==> config.mk <==
export PLATFORM = sky130hd
export DESIGN_NAME = updown_reload_timer
export DESIGN_NICKNAME = d
export VERILOG_FILES = /design/src/rtl/tmr_pkg.sv /design/src/rtl/tmr_tick_gen.sv /design/src/rtl/tmr_core.sv /design/src/rtl/tmr_flags.sv /design/src/rtl/updown_reload_timer.sv
export SDC_FILE = /design/constraint.sdc
export NUM_CORES = 1
export LEC_CHECK = 0
export BUFFER_PORTS_ARGS = -buffer_cell sky130_fd_sc_hd__buf_4
export CAP_MARGIN = 20
export CORE_MARGIN = 1.5
export CORE_UTILIZATION = 49
export DETAILED_ROUTE_END_ITERATION = 8
export GPL_TIMING_DRIVEN = 1
export MAX_ROUTING_LAYER = met4
export PLACE_DENSITY_LB_ADDON = 0.2
export SYNTH_ARGS = -nofsm -noshare
export SYNTH_HDL_FRONTEND = slang
export SYNTH_HIERARCHICAL = 1
export SYNTH_SLANG_ARGS = --single-unit
==> constraint.sdc <==
create_clock -name clk -period 3.4 [get_ports clk]
set_clock_uncertainty 0.1 [all_clocks]
set_input_delay 0.85 -clock clk [delete_from_list [all_inputs] [get_ports clk]]
set_output_delay 0.85 -clock clk [all_outputs]
set_load 0.05 [all_outputs]
==> src/rtl/tmr_pkg.sv <==
// Shared types for the auto-reload timer.
// Assumes: nothing beyond IEEE 1800-2017.
package tmr_pkg;
    // Count direction chosen for one step.
    typedef enum logic {
        DIR_DOWN = 1'b0,
        DIR_UP   = 1'b1
    } dir_e;
endpackage

==> src/rtl/tmr_tick_gen.sv <==
// Produces one-cycle count enables from either a divide-by-PRESCALE
// tick or synchronized rising edges of an asynchronous pin.
// Assumes: PRESCALE >= 2, SYNC_STAGES >= 1, pin pulses last at least one clock.
module tmr_tick_gen #(
    parameter int PRESCALE    = 12,
    parameter int SYNC_STAGES = 2
) (
    input  logic clk,
    input  logic rst_n,
    input  logic run_en,
    input  logic src_sel,
    input  logic cnt_pin,
    output logic tick
);
    localparam int PW = $clog2(PRESCALE);

    logic [PW-1:0]          pre_q;
    logic                   pre_hit;
    logic [SYNC_STAGES-1:0] sync_q;
    logic                   last_q;
    logic                   pin_rise;

    assign pre_hit = (pre_q == PW'(PRESCALE - 1));

    // Prescale divider, held at zero when the internal tick is not in use.
    always_ff @(posedge clk) begin
        if (!rst_n || !run_en || src_sel || pre_hit)
            pre_q <= '0;
        else
            pre_q <= pre_q + 1'b1;
    end

    // Synchronizer chain for the external count pin.
    genvar i;
    generate
        for (i = 0; i < SYNC_STAGES; i++) begin : g_sync
            if (i == 0) begin : g_first
                always_ff @(posedge clk) begin
                    if (!rst_n) sync_q[i] <= 1'b0;
                    else        sync_q[i] <= cnt_pin;
                end
            end else begin : g_next
                always_ff @(posedge clk) begin
                    if (!rst_n) sync_q[i] <= 1'b0;
                    else        sync_q[i] <= sync_q[i-1];
                end
            end
        end
    endgenerate

    // Delayed copy of the synchronized pin for edge detection.
    always_ff @(posedge clk) begin
        if (!rst_n) last_q <= 1'b0;
        else        last_q <= sync_q[SYNC_STAGES-1];
    end

    assign pin_rise = sync_q[SYNC_STAGES-1] & ~last_q;
    assign tick     = run_en & (src_sel ? pin_rise : pre_hit);
endmodule

==> src/rtl/tmr_core.sv <==
// Count and reload registers with wrap detection in both directions.
// Up wraps at all-ones to the reload value. Down wraps at the reload
// value to all-ones. A count write overrides a step.
// Assumes: tick is a single-cycle enable.
module tmr_core
    import tmr_pkg::*;
#(
    parameter int WIDTH = 16
) (
    input  logic             clk,
    input  logic             rst_n,
    input  logic             tick,
    input  dir_e             dir,
    input  logic             wr_cnt,
    input  logic             wr_rld,
    input  logic [WIDTH-1:0] wr_data,
    output logic [WIDTH-1:0] count,
    output logic [WIDTH-1:0] reload,
    output logic             wrap_evt
);
    localparam logic [WIDTH-1:0] ALL_ONES = {WIDTH{1'b1}};

    logic             at_wrap;
    logic [WIDTH-1:0] step_val;

    // Next value for one step in the chosen direction.
    always_comb begin
        if (dir == DIR_UP) begin
            at_wrap  = (count == ALL_ONES);
            step_val = at_wrap ? reload : count + 1'b1;
        end else begin
            at_wrap  = (count == reload);
            step_val = at_wrap ? ALL_ONES : count - 1'b1;
        end
    end

    assign wrap_evt = tick & ~wr_cnt & at_wrap;

    // Count register: a write first, then a step.
    always_ff @(posedge clk) begin
        if (!rst_n)      count <= '0;
        else if (wr_cnt) count <= wr_data;
        else if (tick)   count <= step_val;
    end

    // Reload register, written only through the register port.
    always_ff @(posedge clk) begin
        if (!rst_n)      reload <= '0;
        else if (wr_rld) reload <= wr_data;
    end
endmodule

==> src/rtl/tmr_flags.sv <==
// Sticky interrupt flag and the extra toggle bit for up/down mode.
// Assumes: wrap_evt is a single-cycle pulse.
module tmr_flags (
    input  logic clk,
    input  logic rst_n,
    input  logic wrap_evt,
    input  logic dir_en,
    input  logic flag_clr,
    output logic ovf_flag,
    output logic toggle
);
    // Flag: an event sets it, and setting wins over a clear.
    always_ff @(posedge clk) begin
        if (!rst_n) ovf_flag <= 1'b0;
        else        ovf_flag <= wrap_evt | (ovf_flag & ~flag_clr);
    end

    // Toggle: inverts on each event seen in up/down mode.
    always_ff @(posedge clk) begin
        if (!rst_n)                  toggle <= 1'b0;
        else if (wrap_evt && dir_en) toggle <= ~toggle;
    end
endmodule

==> src/rtl/updown_reload_timer.sv <==
// Top of the up/down auto-reload timer: tick source, counter core, flags.
// Assumes: all inputs other than cnt_pin are synchronous to clk.
module updown_reload_timer
    import tmr_pkg::*;
#(
    parameter int WIDTH       = 16,
    parameter int PRESCALE    = 12,
    parameter int SYNC_STAGES = 2
) (
    input  logic             clk,
    input  logic             rst_n,
    input  logic             run_en,
    input  logic             src_sel,
    input  logic             dir_en,
    input  logic             dir_pin,
    input  logic             cnt_pin,
    input  logic             wr_cnt,
    input  logic             wr_rld,
    input  logic [WIDTH-1:0] wr_data,
    input  logic             flag_clr,
    output logic [WIDTH-1:0] count,
    output logic [WIDTH-1:0] reload,
    output logic             ovf_flag,
    output logic             toggle
);
    logic tick;
    logic wrap_evt;
    dir_e dir;

    // Direction: up unless up/down mode is on and the pin asks for down.
    assign dir = (!dir_en || dir_pin) ? DIR_UP : DIR_DOWN;

    tmr_tick_gen #(
        .PRESCALE(PRESCALE),
        .SYNC_STAGES(SYNC_STAGES)
    ) u_tick (
        .clk(clk), .rst_n(rst_n), .run_en(run_en), .src_sel(src_sel),
        .cnt_pin(cnt_pin), .tick(tick)
    );

    tmr_core #(.WIDTH(WIDTH)) u_core (
        .clk(clk), .rst_n(rst_n), .tick(tick), .dir(dir),
        .wr_cnt(wr_cnt), .wr_rld(wr_rld), .wr_data(wr_data),
        .count(count), .reload(reload), .wrap_evt(wrap_evt)
    );

    tmr_flags u_flags (
        .clk(clk), .rst_n(rst_n), .wrap_evt(wrap_evt), .dir_en(dir_en),
        .flag_clr(flag_clr), .ovf_flag(ovf_flag), .toggle(toggle)
    );
endmodule

# Word-level counts from Yosys, hierarchy flattened

Index checks and enable logic that the tools add are counted.

Memories kept: 0
Latch bits: 0
Output and inout bits: 34
Word-level logic and storage cells: 41
Memory bits (writable): 0
Input bits: 26
ROM bits: 0
Bits in registers: 41

Shifts and indexed selects: 0
Div/mod/pow operators: 0
Muxes and demuxes: 8
Reduce and logical (&&, ||, !) cells: 9
$mul: 0
Bitwise logic cells: 10
$lt $le $gt $ge: 0
$add $sub $neg: 3
Eq/ne operators: 3

Operators with widths:

| kind                  | count |
|---|---|
| $mux 16               | 5 |
| $add 16x1->16 const B | 1 |
| $eq 16x16->1          | 1 |
| $eq 16x16->1 const B  | 1 |
| $sub 16x1->16 const B | 1 |
| $and 1x1->1           | 5 |
| $add 4x1->4 const B   | 1 |
| $eq 4x4->1 const B    | 1 |
| $logic_or 1x1->1      | 4 |
| $not 1->1             | 4 |
| $logic_not 1->1       | 3 |
| $mux 1                | 3 |
| $reduce_bool 2->1     | 1 |
| $logic_and 1x1->1     | 1 |
| $or 1x1->1            | 1 |

# Logic depth before layout (Yosys ltp)

Gate-level depths: netlist of run 1.

Word-level depth: 7
Gate-level depth with buffers: 10
Depth with buffers taken out: 9

# Modules after synthesis

Netlist of run 1, hierarchy kept.

Modules (own cells, without submodules):

| module              | area each (um^2) | cells an instance | instances | seq. area each (um^2) |
|---|---|---|---|---|
| tmr_core            | 2459.9           | 314               | 1         | 640.6 |
| tmr_tick_gen        | 275.3            | 24                | 1         | 140.1 |
| tmr_flags           | 77.6             | 8                 | 1         | 40.0 |
| updown_reload_timer | 6.3              | 1                 | 1         | 0.0 |

# Least setup slack after synthesis of run 1

OpenSTA, ideal clock, no wires.

Kind: reg-to-reg
Start point: reg u_core.count[0]
End point: reg u_core.count[15]
Required time: 3.183 ns
Setup slack: 0.946 ns
Setup time: 0.117 ns
Arrival: 2.237 ns
Cell stages (with the launch flop): 7
Buffers on the path: 0
Period minus slack after synthesis: 2.454 ns
Cell sequence: dfxtp_1 -> ha_1 -> nand3_2 -> or3_1 -> o311ai_1 -> o21ai_1 -> a22o_1

Word-level cells in the longest chain between the ends: 5
Elaborated cells between the ends (all ways): 9
Classes of those cells: add/sub: 2; eq/ne: 2; mux: 5

RTL lines:

| what                                  | RTL line                       | RTL |
|---|---|---|
| start: declaration                    | tmr_core.sv:17                 | `output logic [WIDTH-1:0] count,` |
| start signal: assignment              | tmr_core.sv:42                 | `else if (wr_cnt) count <= wr_data;` |
| start signal: assignment              | tmr_core.sv:43                 | `else if (tick) count <= step_val;` |
| $sub 16x1->16 (tied with other cells) | tmr_core.sv:33                 | `step_val = at_wrap ? ALL_ONES : count - 1'b1;` |
| $mux 16 (on tied branches)            | tmr_core.sv:33, tmr_core.sv:30 |  |
| $mux 16 *                             | tmr_core.sv:28                 | `if (dir == DIR_UP) begin` |
| $mux 16 *                             | tmr_core.sv:43                 |  |
| $mux 16 *                             | tmr_core.sv:42                 |  |

Mark *: on every way between the ends. The rest lies on a longest branch, timed or not. The select of a mux whose other input is x is not followed.
A chain may end at the register's enable or synchronous reset.

# Worst setup path in the final report of run 1

Start point: reg u_core.count[9]
End point: reg u_flags.toggle

Word-level cells in the longest chain between the ends: 4
Elaborated cells between the ends (all ways): 5
Classes of those cells: eq/ne: 2; mux: 1; bitwise: 1; reduce/logical: 1

RTL lines:

| what                            | RTL line                       | RTL |
|---|---|---|
| $eq 16x16->1 (on tied branches) | tmr_core.sv:32, tmr_core.sv:29 |  |
| $mux 1 *                        | tmr_core.sv:28                 |  |
| $and 1x1->1 *                   | tmr_core.sv:37                 | `assign wrap_evt = tick & ~wr_cnt & at_wrap;` |
| named net wrap_evt              | updown_reload_timer.sv:27      | `logic wrap_evt;` |
| $logic_and 1x1->1 *             | tmr_flags.sv:21                | `else if (wrap_evt && dir_en) toggle <= ~toggle;` |
| end signal: assignment          | tmr_flags.sv:21                |  |
| end: declaration                | tmr_flags.sv:10                | `output logic toggle` |

Mark *: on every way through the listed nets, which the timed path passes. The rest lies on a longest branch.

==> reports/metrics.csv, run 1 <==
metric,value,unit
tightest_slew,0.894,ns
power.internal,0.000798,W
critical_path.cell_chain,"nand3_1, nor3_1, nand3_1, a21boi_1, nand2_1, mux2i_1",
drt_first_iter_violations,272,
clockPowerShare,0.272,
irDropWorstVdd,0.216,mV
synth-simple-area-share,0.253,
fin_nets,419,
seq_area_frac_synth,0.291,
cp-start-kind,register,
finalSetupViolCount,0,
period_minus_slack,2.60,ns
synth_top_family_by_area,simple AND/OR/NAND/NOR gates,
grt_pass1_vias,2567,
postCtsSetupBuffers,0,
via_count,2810,
syn_area_per_cell,8.12,µm²
portBuffers,59,
io_pins,60,
muxShareOfSynthArea,0.0790,
synth-seq-cells,41,
die_x,78.9,µm
dp_hpwl,5890,µm
worstPathRequired,3.49,ns
synth_edf_count,0,
clk_latency,0.30,ns
path_class,register to register,
rsz0062_at_grt,no,
totalWireLength,8490,µm
crit_top_cell,nand3_1,
synthXorXnorAreaFrac,0.103,
first_pass_iters,5,
synth_area,2820,µm²
synth_nets,376,
drt-wirelength-per-cell,18.4,µm
grt_pass1_wl,13300,µm
ant_nets,0,
ys_warn_count,6,
cpMaxStageDelayCell,nor3_1,
tritoncts,done,
synthFlopType,dfxtp_1,
fillCellCount,531,
whs,0.340,ns
clockRootBuffer,clkbuf_8,
synth_compound_area_frac,0.194,
combPwrFrac,0.281,
numCtsBuffers,5,
ys_top_cells_by_count,"dfxtp_1, nor2_1, a21oi_1",
grt.total_usage,0.285,
cts_resized,0,
synth_cell_types,58,
rows,27,
slew_viol_final,0,
fin_crit_sh,0.765,
synth_cells,347,
synthAdderAreaFrac,0.0133,
status,completed,
yosysTopAreaCellShare,0.291,
cts_hold_buf,0,
synthToLayoutAreaGrowth,18.7,%
finalSetupTns,0,ns
fmax,385,MHz
clock_path_buffers,2,
vias_per_cell,6.08,
p_leak,1.38,nW
initial_core_util,0.509,
seq_power_share,0.447,
drv_cap,0,
hold_viol,0,
switchingPower,0.000432,W
cp-end-kind,register,
max_stage_delay,0.75,ns
place.gp.congestion,0.989,
clk_pin_slew,0.08,ns
clock-sinks,41,
synthMostInstantiatedCell,dfxtp_1,
hold_path.class,register to register,
netlist_top_cells_area,"dfxtp_1, mux2i_1, xnor2_1, a21oi_1, nor2_1",
synth_area_leader_cell,dfxtp_1,
drc,0,
drive_gt1_frac,0.218,
antenna_found_initial,0,
coreArea,5540,µm²
dieArea,6220,µm²
n_antenna_cell,0,
h-tree-depth,2,
powerDensity,367,nW/µm²
max_slew_margin,0.402,
die_h,78.9,µm
grt_overflow,0,
swShare,0.351,
crit_fanout,10,
arrival,2.69,ns
synth-async-reset-ratio,0,
grt_max_degree,29,
## cell type report
| cell class | count | area [µm²] | share of cell area |
|---|---|---|---|
| Multi-Input combinational cell | 263 | 1810 | 0.541 |
| Sequential cell | 41 | 821 | 0.245 |
| Timing Repair Buffer | 65 | 488 | 0.146 |
| Tap cell | 72 | 90.1 | 0.0269 |
| Clock buffer | 7 | 86.3 | 0.0258 |
| Inverter | 14 | 52.6 | 0.0157 |
## cells in the final DEF, fill, tap and decap left out, types with 2 or more instances in the layout
master    synthesis  routed
o211ai_1          2       2
o31ai_1           3       3
xnor2_1          22      22
nor4_1            6       6
or4_1             2       2
nor2b_1           2       2
nor3_1           12      12
o32ai_1           3       3
nand2_1          13      13
clkbuf_8          0       6
nand3_1           7       7
o22ai_1           7       7
nand4_1           9       9
o221ai_1          2       2
o21ai_0           9       9
nand2b_1          2       2
a31oi_1           3       3
mux2i_1          20      20
or3_1             4       4
ha_1              3       3
nor3b_1           3       3
nor2_1           32      32
a21oi_1          25      25
buf_4             0      65
o21ai_1          12      12
and2_1            4       4
nor4_2            3       3
xor2_1           11      11
and3_1            9       9
dfxtp_1          41      41
nor3_2            2       2
o41ai_1           2       2
inv_1            13      13
a211oi_1          8       8
## state kept, by name, summed over array words and instances (netlist names)
register          count
u_core/reload        16
u_tick/sync_q         2
u_flags/toggle        1
u_tick/last_q         1
u_flags/ovf_flag      1
u_core/count         16
u_tick/pre_q          4
## worst max-delay path, delay by kind of cell, from the launching register on
| family | cells | cell delay, ns |
|---|---|---|
| AOI/OAI and AO/OA | 1 | 0.28 |
| DFF | 1 | 0.56 |
| muxes | 1 | 0.12 |
| and+or+nand+nor | 4 | 1.44 |
## metal layers
metal  part of all wire  routed length (µm)  GRT usage  up-vias
li1                   -                   -          -     1337
met1               0.45                3790      0.383     1300
met2               0.45                3800      0.428      154
met3              0.087                 742     0.0506       19
met4              0.019                 159      0.109        0
met5                  0                   0          -        -
## cells by family (layout without fill, tap and decap cells)
kind of cell	count (synthesis)	count (layout)
compound gates	85	85
buf+inv	43	86
xor+xnor	33	33
fa+ha+maj	3	3
simple gates	120	120
flops	41	41
mux	22	22
## worst paths after layout
| path | startpoint | to | slack [ns] | depth (start not counted) |
|---|---|---|---|---|
| max | u_core/count[9]$_SDFFE_PN0P_ | u_flags/toggle$_SDFFE_PN0P_ | 0.80 | 6 |
| max reg2reg | u_core/count[9]$_SDFFE_PN0P_ | u_flags/toggle$_SDFFE_PN0P_ | 0.80 | 6 |
| min reg2reg | u_tick/sync_q[0]$_SDFF_PN0_ | u_tick/sync_q[1]$_SDFF_PN0_ | 0.34 | 1 |
| min | u_tick/sync_q[0]$_SDFF_PN0_ | u_tick/sync_q[1]$_SDFF_PN0_ | 0.34 | 1 |
## stage by stage
step	cell area [µm²]	worst slack [ns]	utilization	instances	total power, W
global placement	3260	0.802	0.589	455	0.000899
finish	3350	0.801	0.604	462	0.00123
global route	3350	0.611	0.604	462	0.00129
detailed placement	3260	0.797	0.589	455	0.000902
CTS	3350	0.879	0.604	462	0.00124
floorplan	2820	0.946	-	347	0.000803
## power groups by stage
stage	clock (W)	combinational, W	sequential (W)
final	0.000335	0.000345	0.000550
after global routing	0.000367	0.000366	0.000556
after CTS	0.000344	0.000342	0.000550
after detailed placement	0	0.000341	0.000561
after global placement	0	0.000340	0.000560
after floorplan	0	0.000193	0.000611
Power figures use the tool's default switching activity.
==> inputs of run 2 (changes only) <==
clock period = 2.25 ns   (was 3.4 ns; I/O delays follow)
==> reports/metrics.csv, run 2 (synthesis results as in run 1) <==
metric,value,unit,change
status,completed,,
cts_hold_buf,0,,unchanged
period_minus_slack,2.15,ns,-0.454 ns
clk_pin_slew,0.08,ns,about the same
powerDensity,526,nW/µm²,+43%
drive_gt1_frac,0.298,,+0.0801
dieArea,6220,µm²,unchanged
post-route-worst-setup-slack,0.104,ns,-0.696 ns
reg2reg_from,u_core/count[0]$_SDFFE_PN0P_,,
antenna_found_initial,0,,unchanged
max_slew_margin,0.694,,+0.292
final_common_cell,buf_4,,
reg2reg_depth,6,,unchanged
tightest_slew,0.455,ns,-0.439 ns
numCtsBuffers,5,,unchanged
grt_pass1_wl,13700,µm,+2.7%
fin_nets,444,,+6.0%
postCtsSetupBuffers,0,,unchanged
power,0.00188,W,+53%
drc,0,,unchanged
multiInputGateArea,1820,µm²,+0.48%
synthToLayoutAreaGrowth,26.5,%,
critical_path.cell_chain,"ha_1, nand3_2, or3_1, nor2_4, a211oi_1, o32ai_1",,
slew_viol_final,0,,unchanged
grt.total_usage,0.294,,+0.00849
top_regs,"u_core/count x16, u_core/reload x16, u_tick/pre_q x4",,
fmax,466,MHz,+21%
path_class,register to register,,
finalSetupViolCount,0,,unchanged
clock-sinks,41,,unchanged
totalWireLength,8660,µm,+2.0%
ant_nets,0,,unchanged
max_stage_delay,0.50,ns,-0.25 ns
p_leak,1.51,nW,+9.9%
tritoncts,done,,
die_h,78.9,µm,unchanged
vias_per_cell,5.99,,-1.6%
rsz0062_at_grt,yes,,
fin_crit_sh,0.954,,+0.189
place.gp.congestion,0.982,,-0.70%
hold_viol,0,,unchanged
rows,27,,unchanged
via_count,2922,,+4.0%
initial_core_util,0.509,,unchanged
drt-wirelength-per-cell,17.8,µm,-3.4%
holdCritStartpoint,u_tick/sync_q[0]$_SDFF_PN0_,,
io_pins,60,,unchanged
clockRootBuffer,clkbuf_8,,
cts_resized,0,,unchanged
crit_fanout,9,,-1
clk_latency,0.30,ns,about the same
n_antenna_cell,0,,unchanged
cp-start-kind,register,,
arrival,2.25,ns,-0.44 ns
fillCellCount,536,,+0.94%
coreArea,5540,µm²,unchanged
cpMaxStageDelayCell,or3_1,,
worstPathRequired,2.35,ns,-1.14 ns
h-tree-depth,2,,unchanged
r2r_slack,0.10,ns,-0.70 ns
grt_pass1_vias,2681,,+4.4%
hold_path.class,register to register,,
drt_first_iter_violations,367,,+35%
cp_top_family,simple AND/OR/NAND/NOR gates,,
mostFrequentLayoutCells,"buf_4, nor2_1, dfxtp_1, a21oi_1, xnor2_1",,
grt_overflow,0,,unchanged
die_x,78.9,µm,unchanged
irDropWorstVdd,0.338,mV,+56%
clock_path_buffers,2,,unchanged
dp_hpwl,6250,µm,+6.2%
drv_cap,0,,unchanged
ff_latch_area,835,µm²,+1.7%
cp-end-kind,register,,
portBuffers,59,,unchanged
whs_path_depth,1,,unchanged
crit_buf_inv,0,,unchanged
first_pass_iters,5,,unchanged
pre_cts_slack,0.0246,ns,-0.772 ns
worst_hold_path.endpoint,u_tick/sync_q[1]$_SDFF_PN0_,,
grt_max_degree,27,,-6.9%
r2r-end,u_core/count[4]$_SDFFE_PN0P_,,
## run 2: changes by cell type in the layout (fill, tap and decap cells not counted), moves of 2 or more
cell and delta:
buf_4 +24, clkinv_2 +2, dfxtp_1 -11, dfxtp_2 +11
## run 2: where the power goes
part / switching [W] / internal [W] / total [W]
combinational: 0.000348 / 0.000225 / 0.000573
clock: 0.000269 / 0.000215 / 0.000484
sequential: 0.0000544 / 0.000764 / 0.000818
## run 2: final cells by class
class                      instances  area share
multi-input combinational        263       0.510
clock inverter                     2     0.00281
sequential                        41       0.234
timing repair buffer              90       0.193
inverter                          14      0.0147
tap                               72      0.0253
clock buffer                       6      0.0204
## run 2: routing by layer
layer,routed length [µm],vias up,track usage
li1,-,1387,-
met1,3920,1369,0.399
met2,3900,146,0.436
met3,626,20,0.0460
met4,224,0,0.119
met5,0,-,-
## run 2: metrics by stage
step	util	cells	setup TNS (ns)	instance area [µm²]	hold slack (ns)
finish	0.644	488	0	3570	0.344
global placement	0.627	480	0	3470	0.317
CTS	0.642	488	0	3560	0.347
floorplan	-	347	-0.0321	2830	0.312
global route	0.644	488	-0.0402	3570	0.346
detailed placement	0.627	480	0	3470	0.334
## run 2: how the worst max path moves through the flow
stage,to,cells past startpoint,startpoint,slack [ns]
2_1_floorplan,u_core/count[15]$_SDFFE_PN0P_,7,u_core/count[10]$_SDFFE_PN0P_,-0.03
3_3_place_gp,u_core/count[14]$_SDFFE_PN0P_,7,u_core/count[0]$_SDFFE_PN0P_,0.14
3_5_place_dp,u_core/count[13]$_SDFFE_PN0P_,10,u_tick/pre_q[0]$_SDFF_PP0_,0.02
4_1_cts,u_core/count[13]$_SDFFE_PN0P_,10,u_tick/pre_q[0]$_SDFF_PP0_,0.01
5_1_grt,u_core/count[13]$_SDFFE_PN0P_,10,u_tick/pre_q[0]$_SDFF_PP0_,-0.04
6_report,u_core/count[4]$_SDFFE_PN0P_,6,u_core/count[0]$_SDFFE_PN0P_,0.10
## run 2: worst reg2reg max path, cell delays in order, from the launching register on
cell      delay, ns
dfxtp_2        0.42
ha_1           0.25
nand3_2        0.10
or3_1          0.50
nor2_4         0.28
a211oi_1       0.12
o32ai_1        0.27
